`src/rtl/hbif_pkg.sv`:
```
package hbif_pkg;

  typedef enum logic [1:0] {
    OP_INDEX  = 2'd0,
    OP_STATUS = 2'd1,
    OP_WDATA  = 2'd2,
    OP_RDATA  = 2'd3
  } hb_op_e;

  // Maps transfer direction and register select onto one of four operations.
  function automatic hb_op_e op_decode(input logic is_rd, input logic rsel);
    case ({rsel, is_rd})
      2'b00:   op_decode = OP_INDEX;
      2'b01:   op_decode = OP_STATUS;
      2'b10:   op_decode = OP_WDATA;
      default: op_decode = OP_RDATA;
    endcase
  endfunction

  // Status word: the low iw bits of the index, the rest zero.
  function automatic logic [15:0] status_word(input logic [15:0] idx, input int iw);
    for (int b = 0; b < 16; b++) status_word[b] = (b < iw) ? idx[b] : 1'b0;
  endfunction

  function automatic logic [15:0] merge_bytes(input logic [7:0] hi, input logic [7:0] lo);
    merge_bytes = {hi, lo};
  endfunction

  // Byte shown on the low lanes in narrow mode: high byte first.
  function automatic logic [7:0] narrow_pick(input logic [15:0] w, input logic second);
    narrow_pick = second ? w[7:0] : w[15:8];
  endfunction

endpackage

```
`src/rtl/hbif_strobe_sync.sv`:
```
module hbif_strobe_sync #(
  parameter int SYNC = 2
) (
  input  logic clk,
  input  logic rst_n,
  input  logic mode_e,
  input  logic cs_n,
  input  logic rw_wrn,
  input  logic e_rdn,
  output logic wr_evt,
  output logic rd_evt
);
  logic wr_req, rd_req;
  logic [SYNC:0] wr_sh, rd_sh;

  always_comb begin
    if (mode_e) begin
      wr_req = !cs_n && e_rdn && !rw_wrn;
      rd_req = !cs_n && e_rdn && rw_wrn;
    end else begin
      wr_req = !cs_n && !rw_wrn;
      rd_req = !cs_n && !e_rdn;
    end
  end

  always_ff @(posedge clk or negedge rst_n) begin
    if (!rst_n) begin
      wr_sh <= '0;
      rd_sh <= '0;
    end else begin
      wr_sh <= {wr_sh[SYNC-1:0], wr_req};
      rd_sh <= {rd_sh[SYNC-1:0], rd_req};
    end
  end

  assign wr_evt = wr_sh[SYNC-1] && !wr_sh[SYNC];
  assign rd_evt = rd_sh[SYNC-1] && !rd_sh[SYNC];

  AST_WR_EVT_SINGLE: assert property (@(posedge clk) disable iff (!rst_n) wr_evt |=> !wr_evt);
  AST_RD_EVT_SINGLE: assert property (@(posedge clk) disable iff (!rst_n) rd_evt |=> !rd_evt);

endmodule

```
`src/rtl/hbif_regs.sv`:
```
module hbif_regs
  import hbif_pkg::*;
#(
  parameter int          AW       = 12,
  parameter int          IW       = 8,
  parameter logic [15:0] IDX_ADDR = 16'h0021,
  parameter logic [15:0] IDX_GRAM = 16'h0022
) (
  input  logic          clk,
  input  logic          rst_n,
  input  logic          narrow,
  input  logic          wr_evt,
  input  logic          rd_evt,
  input  logic          rs,
  input  logic [15:0]   din,
  output logic [15:0]   idx,
  output logic          phase,
  output logic          reg_we,
  output logic [IW-1:0] reg_addr,
  output logic [15:0]   reg_wdata,
  output logic          ram_we,
  output logic [AW-1:0] ram_waddr,
  output logic [15:0]   ram_wdata,
  output logic          ram_re,
  output logic [AW-1:0] ram_raddr
);
  hb_op_e        op;
  logic          idx_evt, dwr_evt, drd_evt, wdone, rdone, to_gram, to_addr;
  logic [7:0]    hi_q;
  logic [15:0]   wword;
  logic [AW-1:0] addr;

  assign op      = op_decode(rd_evt, rs);
  assign idx_evt = wr_evt && (op == OP_INDEX);
  assign dwr_evt = wr_evt && (op == OP_WDATA);
  assign drd_evt = rd_evt && (op == OP_RDATA);
  assign wdone   = dwr_evt && (!narrow || phase);
  assign rdone   = drd_evt && (!narrow || phase);
  assign to_gram = (idx == IDX_GRAM);
  assign to_addr = (idx == IDX_ADDR);
  assign wword   = narrow ? merge_bytes(hi_q, din[7:0]) : din;

  always_ff @(posedge clk or negedge rst_n) begin
    if (!rst_n) begin
      idx <= '0; phase <= 1'b0; hi_q <= '0; addr <= '0;
      reg_we <= 1'b0; reg_addr <= '0; reg_wdata <= '0;
      ram_we <= 1'b0; ram_waddr <= '0; ram_wdata <= '0;
      ram_re <= 1'b0; ram_raddr <= '0;
    end else begin
      reg_we <= 1'b0;
      ram_we <= 1'b0;
      ram_re <= 1'b0;
      if (idx_evt) begin
        idx   <= narrow ? {8'h00, din[7:0]} : din;
        phase <= 1'b0;
      end else if (dwr_evt || drd_evt) begin
        phase <= narrow && !phase;
        if (dwr_evt && narrow && !phase) hi_q <= din[7:0];
      end
      if (wdone) begin
        if (to_gram) begin
          ram_we    <= 1'b1;
          ram_waddr <= addr;
          ram_wdata <= wword;
          addr      <= addr + 1'b1;
        end else begin
          reg_we    <= 1'b1;
          reg_addr  <= idx[IW-1:0];
          reg_wdata <= wword;
          if (to_addr) addr <= wword[AW-1:0];
        end
      end
      if (rdone && to_gram) begin
        ram_re    <= 1'b1;
        ram_raddr <= addr;
        addr      <= addr + 1'b1;
      end
    end
  end

  AST_ONE_TARGET:   assert property (@(posedge clk) disable iff (!rst_n) $onehot0({reg_we, ram_we, ram_re}));
  AST_GRAM_STEP:    assert property (@(posedge clk) disable iff (!rst_n) ram_we |-> addr == ram_waddr + 1'b1);
  AST_PREFETCH_STEP: assert property (@(posedge clk) disable iff (!rst_n) ram_re |-> addr == ram_raddr + 1'b1);
  AST_INDEX_PHASE:  assert property (@(posedge clk) disable iff (!rst_n) idx_evt |=> !phase);
  AST_NARROW_FIRST: assert property (@(posedge clk) disable iff (!rst_n)
                      (dwr_evt && narrow && !phase) |=> !(reg_we || ram_we));

endmodule

```
`src/rtl/hbif_rdpath.sv`:
```
module hbif_rdpath
  import hbif_pkg::*;
#(
  parameter int IW = 8
) (
  input  logic        clk,
  input  logic        rst_n,
  input  logic        narrow,
  input  logic        rd_evt,
  input  logic        rs,
  input  logic        phase,
  input  logic [15:0] idx,
  input  logic        ram_re,
  input  logic [15:0] ram_rdata,
  output logic [15:0] bus_dout
);
  logic        re_d;
  logic [15:0] rdr;

  always_ff @(posedge clk or negedge rst_n) begin
    if (!rst_n) begin
      re_d     <= 1'b0;
      rdr      <= '0;
      bus_dout <= '0;
    end else begin
      re_d <= ram_re;
      if (re_d) rdr <= ram_rdata;
      if (rd_evt) begin
        if (!rs)         bus_dout <= status_word(idx, IW);
        else if (narrow) bus_dout <= {8'h00, narrow_pick(rdr, phase)};
        else             bus_dout <= rdr;
      end
    end
  end

  AST_DOUT_HOLD: assert property (@(posedge clk) disable iff (!rst_n) !rd_evt |=> $stable(bus_dout));

endmodule

```
`src/rtl/hbif_host_front.sv`:
```
module hbif_host_front #(
  parameter int          AW       = 12,
  parameter int          IW       = 8,
  parameter int          SYNC     = 2,
  parameter logic [15:0] IDX_ADDR = 16'h0021,
  parameter logic [15:0] IDX_GRAM = 16'h0022
) (
  input  logic          clk,
  input  logic          rst_n,
  input  logic [1:0]    bus_mode,
  input  logic          cs_n,
  input  logic          rs,
  input  logic          rw_wrn,
  input  logic          e_rdn,
  input  logic [15:0]   bus_din,
  output logic [15:0]   bus_dout,
  output logic          reg_we,
  output logic [IW-1:0] reg_addr,
  output logic [15:0]   reg_wdata,
  output logic          ram_we,
  output logic [AW-1:0] ram_waddr,
  output logic [15:0]   ram_wdata,
  output logic          ram_re,
  output logic [AW-1:0] ram_raddr,
  input  logic [15:0]   ram_rdata
);
  logic        wr_evt, rd_evt, phase;
  logic [15:0] idx;

  hbif_strobe_sync #(.SYNC(SYNC)) u_sync (
    .clk(clk), .rst_n(rst_n), .mode_e(bus_mode[1]), .cs_n(cs_n),
    .rw_wrn(rw_wrn), .e_rdn(e_rdn), .wr_evt(wr_evt), .rd_evt(rd_evt)
  );

  hbif_regs #(.AW(AW), .IW(IW), .IDX_ADDR(IDX_ADDR), .IDX_GRAM(IDX_GRAM)) u_regs (
    .clk(clk), .rst_n(rst_n), .narrow(bus_mode[0]), .wr_evt(wr_evt), .rd_evt(rd_evt),
    .rs(rs), .din(bus_din), .idx(idx), .phase(phase),
    .reg_we(reg_we), .reg_addr(reg_addr), .reg_wdata(reg_wdata),
    .ram_we(ram_we), .ram_waddr(ram_waddr), .ram_wdata(ram_wdata),
    .ram_re(ram_re), .ram_raddr(ram_raddr)
  );

  hbif_rdpath #(.IW(IW)) u_rd (
    .clk(clk), .rst_n(rst_n), .narrow(bus_mode[0]), .rd_evt(rd_evt), .rs(rs),
    .phase(phase), .idx(idx), .ram_re(ram_re), .ram_rdata(ram_rdata), .bus_dout(bus_dout)
  );

  AST_RESET_QUIET: assert property (@(posedge clk) $rose(rst_n) |-> !reg_we && !ram_we && !ram_re && bus_dout == 16'h0);

endmodule

```
`config.mk`:
```
export PLATFORM = sky130hd
export DESIGN_NAME = hbif_host_front
export DESIGN_NICKNAME = d
export VERILOG_FILES = /design/src/rtl/hbif_pkg.sv /design/src/rtl/hbif_strobe_sync.sv /design/src/rtl/hbif_regs.sv /design/src/rtl/hbif_rdpath.sv /design/src/rtl/hbif_host_front.sv
export SDC_FILE = /design/constraint.sdc
export NUM_CORES = 1
export LEC_CHECK = 0
export ABC_AREA = 1
export BUFFER_PORTS_ARGS = -buffer_cell sky130_fd_sc_hd__buf_2
export CAP_MARGIN = 20
export CORE_ASPECT_RATIO = 0.8
export CORE_MARGIN = 2
export CORE_UTILIZATION = 50
export DETAILED_ROUTE_END_ITERATION = 6
export HOLD_SLACK_MARGIN = 0.05
export PLACE_DENSITY = 0.74
export REMOVE_ABC_BUFFERS = 1
export SETUP_SLACK_MARGIN = 0.4
export SYNTH_ARGS = -nofsm -noshare
export SYNTH_HDL_FRONTEND = slang
export SYNTH_SLANG_ARGS = --single-unit
```
`constraint.sdc`:
```
create_clock -name clk -period 4 [get_ports clk]
set_input_delay 0 -clock clk [delete_from_list [all_inputs] [get_ports clk]]
set_output_delay 0 -clock clk [all_outputs]
set_load 0.01 [all_outputs]
```
; ---- After elaboration in Yosys (flattened, before gate mapping)
; Index checks and enable logic that the tools add are counted.
[totals]
register_bits = 143
input_bits = 40
out_inout_bits = 83
elab_cells = 79
[classes]
add_sub_neg = 1
eq_ne = 6
n_mux = 19
bitwise = 2
reduce_logical = 34
[ops]
columns = cell, n
row1 = two-way mux 16 bit, 4
row2 = two-way mux 12 bit, 4
row3 = "equality test 16 x 6 -> 1 bit, second input constant", 2
row4 = logical AND 1 bit, 16
row5 = "adder 12 x 1 -> 12 bit, second input constant", 1
row6 = two-way mux 1 bit, 9
row7 = two-way mux 8 bit, 1
row8 = logical NOT 1 bit, 7
row9 = "equality test 2 bit, second input constant", 3
row10 = case mux 2 bit (3 select lines), 1
row11 = AND reduction 2 bit, 3
row12 = logical NOT 2 bit, 2
row13 = nonzero test 2 bit, 2
row14 = AND reduction 3 bit, 1
row15 = nonzero test 3 bit, 1
row16 = "equality test 2 x 1 -> 1 bit, second input constant", 1
row17 = logical OR 1 bit, 2
row18 = NOT 1 bit, 2

; ---- Longest topological paths before layout
; Gate-level depths: netlist of run 1.
[logic_depth]
depth_word = 10
depth_mapped = 11
depth_no_buf = 10

; ---- Modules after synthesis
; Synthesis of run 1 repeated with hierarchy kept, for this count alone.
[hier_totals]
hier_cells = 712
area_unflattened_um2 = 6163.4
[modules_own_cells]
columns = mod, n_inst, cells_each, area_each_um2, seq_area_each_um2
row1 = hbif_regs, 1, 529, 4485.6, 2602.5
row2 = hbif_rdpath, 1, 166, 1485.2, 825.8
row3 = hbif_strobe_sync, 1, 17, 192.7, 150.1

; ---- Worst setup path before layout of run 1
; No wires, ideal clock.
[synth_timing]
path_kind = flip-flop to flip-flop
from = reg u_regs.idx[15]
to = reg u_regs.ram_wdata[1]
t_arrival_ps = 1377
required_time_ps = 3881
setup_slack_ps = 2505
path_stages_with_launch = 11
n_path_buf = 2
period_less_slack_ps = 1495
cell_sequence = dfrtp_1 > nor2_1 > nand2_1 > nor2_2 > nand2_2 > nor2_2 > inv_2 > buf_6 > buf_6 > nand2_1 > o21ai_2
[synth_between]
elab_chain_cells = 2
[synth_lines]
columns = element, line
row1 = from (decl), hbif_regs.sv:16  ; output logic [15:0] idx,
row2 = from (signal assigned), hbif_regs.sv:54  ; idx <= narrow ? {8'h00, din[7:0]} : din;
row3 = equality test 16 x 6 -> 1 bit, hbif_regs.sv:39  ; assign to_gram = (idx == IDX_GRAM);
row4 = AND reduction 2 bit (no source line), --
row5 = to (signal assigned), hbif_regs.sv:64  ; ram_wdata <= wword;
row6 = to (decl), hbif_regs.sv:23  ; output logic [15:0] ram_wdata,
; No other way between the ends.
; A chain may end at the register's enable or synchronous reset.

; ---- Final worst setup path of run 1
[layout_timing]
from = reg u_sync.rd_sh[1]
to = reg u_regs.idx[7]
[layout_between]
elab_chain_cells = 5
[layout_lines]
columns = element, line
row1 = from (decl), hbif_strobe_sync.sv:14  ; logic [SYNC:0] wr_sh, rd_sh;
row2 = from (signal assigned), hbif_strobe_sync.sv:32  ; rd_sh <= {rd_sh[SYNC-1:0], rd_req};
row3 = logical AND 1 bit *, hbif_strobe_sync.sv:37  ; assign rd_evt = rd_sh[SYNC-1] && !rd_sh[SYNC];
row4 = "equality test 2 bit, or another cell as far along", hbif_pkg.sv:12  ; case ({rsel, is_rd})
row5 = case mux 2 bit (3 select lines) *, hbif_pkg.sv:12
row6 = logical NOT 2 bit *, hbif_regs.sv:34  ; assign idx_evt = wr_evt && (op == OP_INDEX);
row7 = logical AND 1 bit *, hbif_regs.sv:34
; Mark *: on every way between the ends. The rest lies on a longest branch, timed or not.

==> results by group, run 1 <==
Pwr
  – Internal Dissipation: 0.00287 W
  – Switching fraction of total power: 26.9%
  – Reg power frac: between 40 and 50%
  – Power share of the clock group: 39.6%
  – Cell leakage power: 4.08 nW
  – Max VDD drop: 0.374 mV
  – Net switching power: 0.00105 W
  – PwrDens: 504 mW/mm^2
  – Combinational Power Share: 15.7%

Placed design
  – Gpl congestion: 0.792
  – # port buffers: 122
  – Final HPWL DP: 9990 um

STA
  – TNS Setup: 0 ps
  – Tightest Pin Transition: 966 ps
  – Max-slew violation count: 0
  – Slew margin rel.: 35.6%
  – Fmax: 368 MHz
  – Unrepaired setup endpoints after global routing: no
  – Final min period: 2720 ps
  – Final Hold Fails: 0
  – Setup Viol. Count Final: 0
  – Fin Hold WS: 56.3 ps
  – Clock skew: 10.4 ps
  – Final Cycle Share: 68.0%

Layout
  – # diodes: 0
  – FILL cells: 963
  – Layout cells sized above 1: 21.2%
  – Layout Utilization: 66.8%
  – Nets: 895
  – Layout area overhead: 29.2%

Logic synthesis
  – Synthesized area per cell: 8.76 um^2
  – Synth Instances: ~700
  – Number of synthesized register bits: approximately 140
  – Async SR Flop Fraction: between 90% and 100%
  – EDFF count, synth: 0
  – Mux share of post-synthesis cell area: 0%
  – Main combinational cell family by area after synthesis: simple AND/OR/NAND/NOR gates
  – Warnings from Yosys: 0
  – Distinct cell type count after synthesis: 28
  – Sequential area share after synthesis: roughly three fifths
  – Area of the mapped netlist: 0.00603 mm^2
  – Synth Area in Simple Gates: 21.4%
  – Post-synthesis adder-cell area fraction: 0.208%
  – Post-synth top flop: dfrtp_1
  – Compound-Gate Fraction of Synth Area: 12.3%
  – XOR/XNOR share of the synthesized area: 0.726%

CTS
  – H-tree levels: 4
  – Clock root buffer: clkbuf_16
  – Clock sink count: 143
  – Clock Tree Buf Depth: 2
  – Clock Latency Late Sink: 420 ps
  – Cts bufs inserted: 17
  – CTS clk-pin slew, worst paths: ~60 ps
  – CTS tree: yes

Run
  – Total of max-cap violations: 0

Floorplanning
  – Die area: 0.0130 mm^2
  – Die span in x: 127 um
  – Starting Density: slightly above 50%
  – CORE AREA: between 0.01 and 0.015 mm^2
  – Row cnt: 35
  – Ports: 123
  – Die height: 102 um

Critical path
  – CP required: roughly 4400 ps
  – Cell repeated most along the worst path: dlygate4sd3_1
  – CP endpoint kind: register
  – Worst EP arrival: 3070 ps
  – Largest fanout on the critical path: 18
  – Crit path max-delay cell type: dlygate4sd3_1
  – Crit Path Category: register to register
  – Startpoint types: register
  – Crit path largest cell delay: 590 ps
  – Worst-path cell chain: nand2_4, nand3b_2, nor2_2, nand2_1, dlygate4sd3_1, o21ai_0, dlygate4sd3_1

Route
  – Per-cell routed wire length: 14.9 um
  – Final ANT Viol Nets: 0
  – DR vias: 5209
  – Total wire length: 15100 um
  – Vias per std cell: 5.13
  – Residual DRC: 0
  – Initial drt markers: 419
  – DR pass1 iterations: 5

GRT
  – Pin count of the biggest net entering global routing: 108
  – Grt total ovfl: 0
  – Total Routing Usage GR: 24.7%
  – Number of global-route vias before repair: 5093
  – First-pass GRT wire length: around 25000 um
  – Initial antenna violation count: 0

Min path
  – Worst min-delay path class: input port to register

Status
  – Status: finished, final reports clean
-- worst paths after layout --
kind | start | to | slack, ps | depth (start not counted)
min reg2reg | u_sync.wr_sh[0]$_DFF_PN0_ | u_sync.wr_sh[1]$_DFF_PN0_ | 350 | 0
max in group asynchronous | rst_n | u_sync.rd_sh[1]$_DFF_PN0_ | 2670 | 3
min | rs | u_regs.idx[2]$_DFFE_PN0P_ | 60 | 3
max | u_sync.rd_sh[1]$_DFF_PN0_ | u_regs.idx[7]$_DFFE_PN0P_ | 1280 | 7
max reg2reg | u_sync.rd_sh[1]$_DFF_PN0_ | u_regs.idx[7]$_DFFE_PN0P_ | 1280 | 7
min in group asynchronous | rst_n | u_rd.bus_dout[10]$_DFFE_PN0P_ | 290 | 2
-- cells in the final DEF, fill, tap and decap left out, drive strengths merged, types with 4 or more instances in the layout --
master and n:
a21oi 25, buf 123, clkbuf 26, clkinv 4
dfrtp 143, dlygate4sd3 52, inv 56, nand2 266
nand3 13, nor2 37, o21ai 100, o31ai 8
xor2 4
-- layer usage --
metal	share of wire, %	up-vias	global-route usage (%)
met2	47	153	38.8
met5	0	-	0
met1	46	2510	34.6
met3	5.2	19	5.24
li1	-	2527	-
met4	1.6	0	8.71
-- cell families (layout without fill, tap and decap cells) --
| family | Yosys count | count (layout) |
|---|---|---|
| simple gates | 320 | 320 |
| flops | 143 | 143 |
| compound gates | 135 | 135 |
| buf+inv | 84 | 263 |
| xor+xnor | 5 | 5 |
| fa+ha+maj | 1 | 1 |
-- power groups by stage --
stage / clock network [W] / logic (W) / registers [W]
6_report: 0.00156 / 0.000615 / 0.00176
5_1_grt: 0.00163 / 0.000691 / 0.00177
4_1_cts: 0.00157 / 0.000614 / 0.00175
3_5_place_dp: 0 / 0.000558 / 0.00177
3_3_place_gp: 0 / 0.000541 / 0.00177
2_1_floorplan: 0 / 0.000249 / 0.00181
-- area by class of cell --
class                           count  area (um^2)  share of cell area, %
Multi-Input combinational cell    461         2090                   26.8
Clock inverter                      6         80.1                   1.03
Timing Repair Buffer              175         1140                   14.7
Sequential cell                   143         3580                   46.0
Tap cell                          148          185                   2.38
Inverter                           56          213                   2.73
Clock buffer                       26          499                   6.41
-- synth_stat cells (2+ instances only) --
master | instances | area (um^2)
a21oi_1 | 25 | 125
buf_2 | 7 | 35.0
buf_4 | 2 | 15.0
buf_6 | 4 | 45.0
clkbuf_1 | 15 | 56.3
dfrtp_1 | 143 | 3580
inv_1 | 47 | 176
inv_2 | 8 | 30.0
nand2_1 | 263 | 987
nand2_2 | 2 | 12.5
nand3_1 | 12 | 60.1
nand4_1 | 3 | 18.8
nor2_1 | 28 | 105
nor2_2 | 6 | 37.5
nor2_4 | 3 | 33.8
o21ai_0 | 72 | 360
o21ai_1 | 17 | 85.1
o21ai_2 | 11 | 96.3
o31ai_1 | 8 | 60.1
xor2_1 | 4 | 35.0
-- critical path, delay by kind of cell (launching register included) --
kind / cells / cell delay (ps)
flip-flops: 1 / 410
buffers and inverters: 2 / 1150
AO/OA/AOI/OAI: 1 / 70
AND/OR/NAND/NOR: 4 / 1010
-- sequential cells by signal, summed over array words and instances, names as in the netlist, 3 cells and up --
signal and flops:
u_regs.reg_addr 8, u_sync.rd_sh 3, u_regs.ram_waddr 12, u_regs.reg_wdata 16
u_regs.addr 12, u_regs.idx 16, u_rd.rdr 16, u_regs.ram_raddr 12
u_regs.hi_q 8, u_regs.ram_wdata 16, u_sync.wr_sh 3, u_rd.bus_dout 16
-- stage by stage --
step,instance area [um^2],std cells,setup WS [ps],power (W)
after global routing,7790,1015,1090,0.00410
final,7790,1015,1280,0.00393
after detailed placement,6690,931,1510,0.00233
after global placement,6690,931,1620,0.00231
after floorplan,5880,660,2120,0.00206
after CTS,7790,1015,1370,0.00394
-- repair_timing --
action	CTS	global route
endpoints found under the hold margin	182	0
hold buffers	52	0
endpoints found under the setup margin	0	0
buffers inserted	0	0
gates resized for setup	0	0
Note: power is estimated with default switching activity, not from simulation.
==> inputs of run 2 (changes only) <==
ABC_AREA = 0   (was 1)
CORE_UTILIZATION = 49   (was 50)
PLACE_DENSITY = 0.76   (was 0.74)
clock period = 2.3 ns   (was 4 ns; I/O delays follow)
==> run 2 against run 1 <==
Via count down 11%; critical path depth down 1; critical endpoint is now u_regs.addr[0]$_DFFE_PN0P_; power up 80%; first-iteration DRC count down 17%; hold slack better by 13 ps; synthesized area down 2.2%; core utilization up 1.3 points; critical path type unchanged.
==> results by group, run 2 <==
Logic synthesis
  – Synth Instances: 499 (was 688)
  – XOR/XNOR share of the synthesized area: 0.149% (was 0.726%)
  – Main combinational cell family by area after synthesis: multiplexers (was simple AND/OR/NAND/NOR gates)
  – Warnings from Yosys: 0 (unchanged)
  – Sequential area share after synthesis: 60.7% (was 59.4%)
  – Most area-hungry cell type in the Yosys netlist: dfrtp_1 (unchanged)
  – Post-synth top flop: dfrtp_1 (unchanged)
  – Synth Area in Simple Gates: 13.0% (was 21.4%)
  – Synth top area cells: dfrtp_1, mux2_2, nand2_1, o21ai_0, mux2i_1 (was dfrtp_1, nand2_1, o21ai_0, inv_1, a21oi_1)
  – Compound-Gate Fraction of Synth Area: 8.11% (was 12.3%)
  – Synth cell count leaders: dfrtp_1, nand2_1, mux2_2 (was nand2_1, dfrtp_1, o21ai_0)
  – EDFF count, synth: 0 (unchanged)
  – Synthesized area per cell: 11.8 um^2 (was 8.76 um^2)
  – Distinct cell type count after synthesis: 40 (was 28)
  – Count leader, synth: dfrtp_1 (was nand2_1)
  – Number of synthesized register bits: 143 (unchanged)
  – Post-synthesis adder-cell area fraction: 0.212% (was 0.208%)
  – Mux share of post-synthesis cell area: 15.4% (was 0%)
  – Synth top area share: 60.7% (was 59.4%)
  – Area of the mapped netlist: 0.00590 mm^2 (was 0.00603 mm^2)
  – Async SR Flop Fraction: 100% (unchanged)

Min path
  – Worst hold path depth: 3 (unchanged)
  – HP Start: bus_din[14] (was rs)
  – Worst min-delay path class: input port to register (unchanged)

Run
  – Total of max-cap violations: 0 (unchanged)

GRT
  – First-pass GRT wire length: 24200 um (was 24800 um)
  – Pin count of the biggest net entering global routing: 63 (was 108)
  – Grt total ovfl: 0 (unchanged)
  – Total Routing Usage GR: 24.2% (was 24.7%)
  – Initial antenna violation count: 0 (unchanged)
  – Number of global-route vias before repair: 4691 (was 5093)

Route
  – Per-cell routed wire length: 18.3 um (was 14.9 um)
  – Final ANT Viol Nets: 0 (unchanged)
  – DR vias: 4628 (was 5209)
  – DR pass1 iterations: 5 (unchanged)
  – Vias per std cell: 5.56 (was 5.13)
  – Routed wire length on met2: 7370 um (was 7090 um)
  – Initial drt markers: 347 (was 419)
  – Residual DRC: 0 (unchanged)
  – Met3 WL: 831 um (was 778 um)
  – Wl on met1: 6790 um (was 6980 um)
  – Total wire length: 15200 um (was 15100 um)
  – Top sig layer: met4 (unchanged)

CTS
  – Clock root buffer: clkbuf_16 (unchanged)
  – CTS tree: yes (unchanged)
  – CTS clk-pin slew, worst paths: 60 ps (about the same)
  – Clock Latency Late Sink: 420 ps (about the same)
  – H-tree levels: 4 (unchanged)
  – Cts bufs inserted: 17 (unchanged)
  – Clock sink count: 143 (unchanged)
  – Clock Tree Buf Depth: 2 (unchanged)

Layout
  – FILL cells: 818 (was 963)
  – Fin cells: 833 (was 1015)
  – Layout area overhead: 34.0% (was 29.2%)
  – Nets: 715 (was 895)
  – Commonest cells after routing, fill and taps aside: dfrtp_1, buf_2, nand2_1 (was nand2_1, dfrtp_1, buf_2)
  – Layout cells sized above 1: 39.3% (was 21.2%)
  – Commonest non-fill, non-tap cell in the layout: dfrtp_1 (was nand2_1)
  – # diodes: 0 (unchanged)

STA
  – Fmax: 505 MHz (was 368 MHz)
  – Setup Viol. Count Final: 0 (unchanged)
  – Tightest Pin Transition: 678 ps (was 966 ps)
  – Unrepaired setup endpoints after global routing: yes (was no)
  – Final worst slack: 321 ps (was 1280 ps)
  – Final min period: 1980 ps (was 2720 ps)
  – Final Hold Fails: 0 (unchanged)
  – Fin Hold WS: 68.9 ps (was 56.3 ps)
  – Clock skew: 10.5 ps (was 10.4 ps)
  – Max-slew violation count: 0 (unchanged)
  – Slew margin rel.: 54.8% (was 35.6%)
  – Final Cycle Share: 86.0% (was 68.0%)

Floorplanning
  – CORE AREA: 0.0116 mm^2 (about the same)
  – Row cnt: 35 (unchanged)
  – Die height: 102 um (about the same)
  – Die span in x: 127 um (about the same)
  – Ports: 123 (unchanged)
  – Die area: 0.0129 mm^2 (was 0.0130 mm^2)
  – Starting Density: 50.8% (was 51.8%)

Critical path
  – Setup crit start: u_regs.idx[3]$_DFFE_PN0P_ (was u_sync.rd_sh[1]$_DFF_PN0_)
  – Worst EP arrival: 2280 ps (was 3070 ps)
  – Startpoint types: register (unchanged)
  – CP required: 2600 ps (was 4350 ps)
  – Largest fanout on the critical path: 5 (was 18)
  – CP endpoint kind: register (unchanged)
  – Crit Path Category: register to register (unchanged)
  – RR Startpoint: u_regs.idx[3]$_DFFE_PN0P_ (was u_sync.rd_sh[1]$_DFF_PN0_)
  – Worst Reg-to-Reg Cells: 6 (was 7)

Placed design
  – Pre-CTS setup slack: 133 ps (was 1510 ps)
  – Gpl congestion: 0.879 (was 0.792)
  – Placed insts: 761 (was 931)
  – # port buffers: 122 (unchanged)
  – Final HPWL DP: 9650 um (was 9990 um)

Status
  – Status: finished, final reports clean (unchanged)

Pwr
  – Max VDD drop: 0.698 mV (was 0.374 mV)
  – Cell leakage power: 4.01 nW (was 4.08 nW)
  – Final Total Pwr: 0.00705 W (was 0.00393 W)
  – PwrDens: 892 mW/mm^2 (was 504 mW/mm^2)
-- run 2: timing repair --
item	4_1_cts	5_1_grt
hold buffers	34	0
setup buffers	7	1
gates resized for setup	19	12
pin swaps	9	10
setup endpoints to repair	52	78
hold endpoints to repair	125	0
-- run 2: kinds of logic (layout without fill, tap and decap cells) --
group                      Yosys count  count (layout)
buffers and inverters               33             219
adders and majority gates            1               1
AOI/OAI and AO/OA                   78              78
DFF                                143             143
xor gates and xnor gates             1               1
muxes                               82              82
and+or+nand+nor                    161             161
-- run 2: cell type report --
cell class | instances | area (um^2) | share of cell area (%)
repair buffers | 183 | 1210 | 15.3
clock inverters | 11 | 190 | 2.41
multi-input cells | 323 | 2270 | 28.7
well taps | 148 | 185 | 2.34
inverters | 6 | 25.0 | 0.317
flip-flops and latches | 143 | 3580 | 45.3
clock buffers | 19 | 443 | 5.60
-- run 2: critical path, stage by stage (launching register included) --
cell	delay, ps
dfrtp_1	440
nor4b_4	340
nand4_2	220
o21a_2	310
buf_4	140
a211o_1	230
a22o_1	180
-- run 2: path summary, 6_finish.rpt --
path                                                    end  slack, ps
setup / recovery                 u_regs.addr[0]$_DFFE_PN0P_        320
hold reg to reg                   u_sync.rd_sh[1]$_DFF_PN0_        350
hold / removal                   u_regs.idx[14]$_DFFE_PN0P_         70
max in group asynchronous  u_regs.ram_wdata[14]$_DFFE_PN0P_       1430
min in group asynchronous          u_rd.rdr[10]$_DFFE_PN0P_        110
setup reg to reg                 u_regs.addr[0]$_DFFE_PN0P_        320
-- run 2: layer usage --
metal	track usage (%)	vias to the layer above
met5	0	-
met4	7.61	0
met3	5.86	26
met2	39.9	158
met1	32.3	2356
li1	-	2088
-- run 2: through the flow --
step | setup TNS [ps] | area (um^2) | utilization (%)
after global routing | 0 | 7900 | 68.1
final | 0 | 7900 | 68.1
after global placement | 0 | 6730 | 58.0
after CTS | 0 | 7850 | 67.6
after detailed placement | 0 | 6730 | 58.0
after floorplan | -2190 | 5770 | -
-- run 2: power breakdown --
group / switching, W / total [W] / internal (W)
logic: 0.000509 / 0.00103 / 0.000518
clock network: 0.00101 / 0.00295 / 0.00194
registers: 0.000236 / 0.00308 / 0.00284
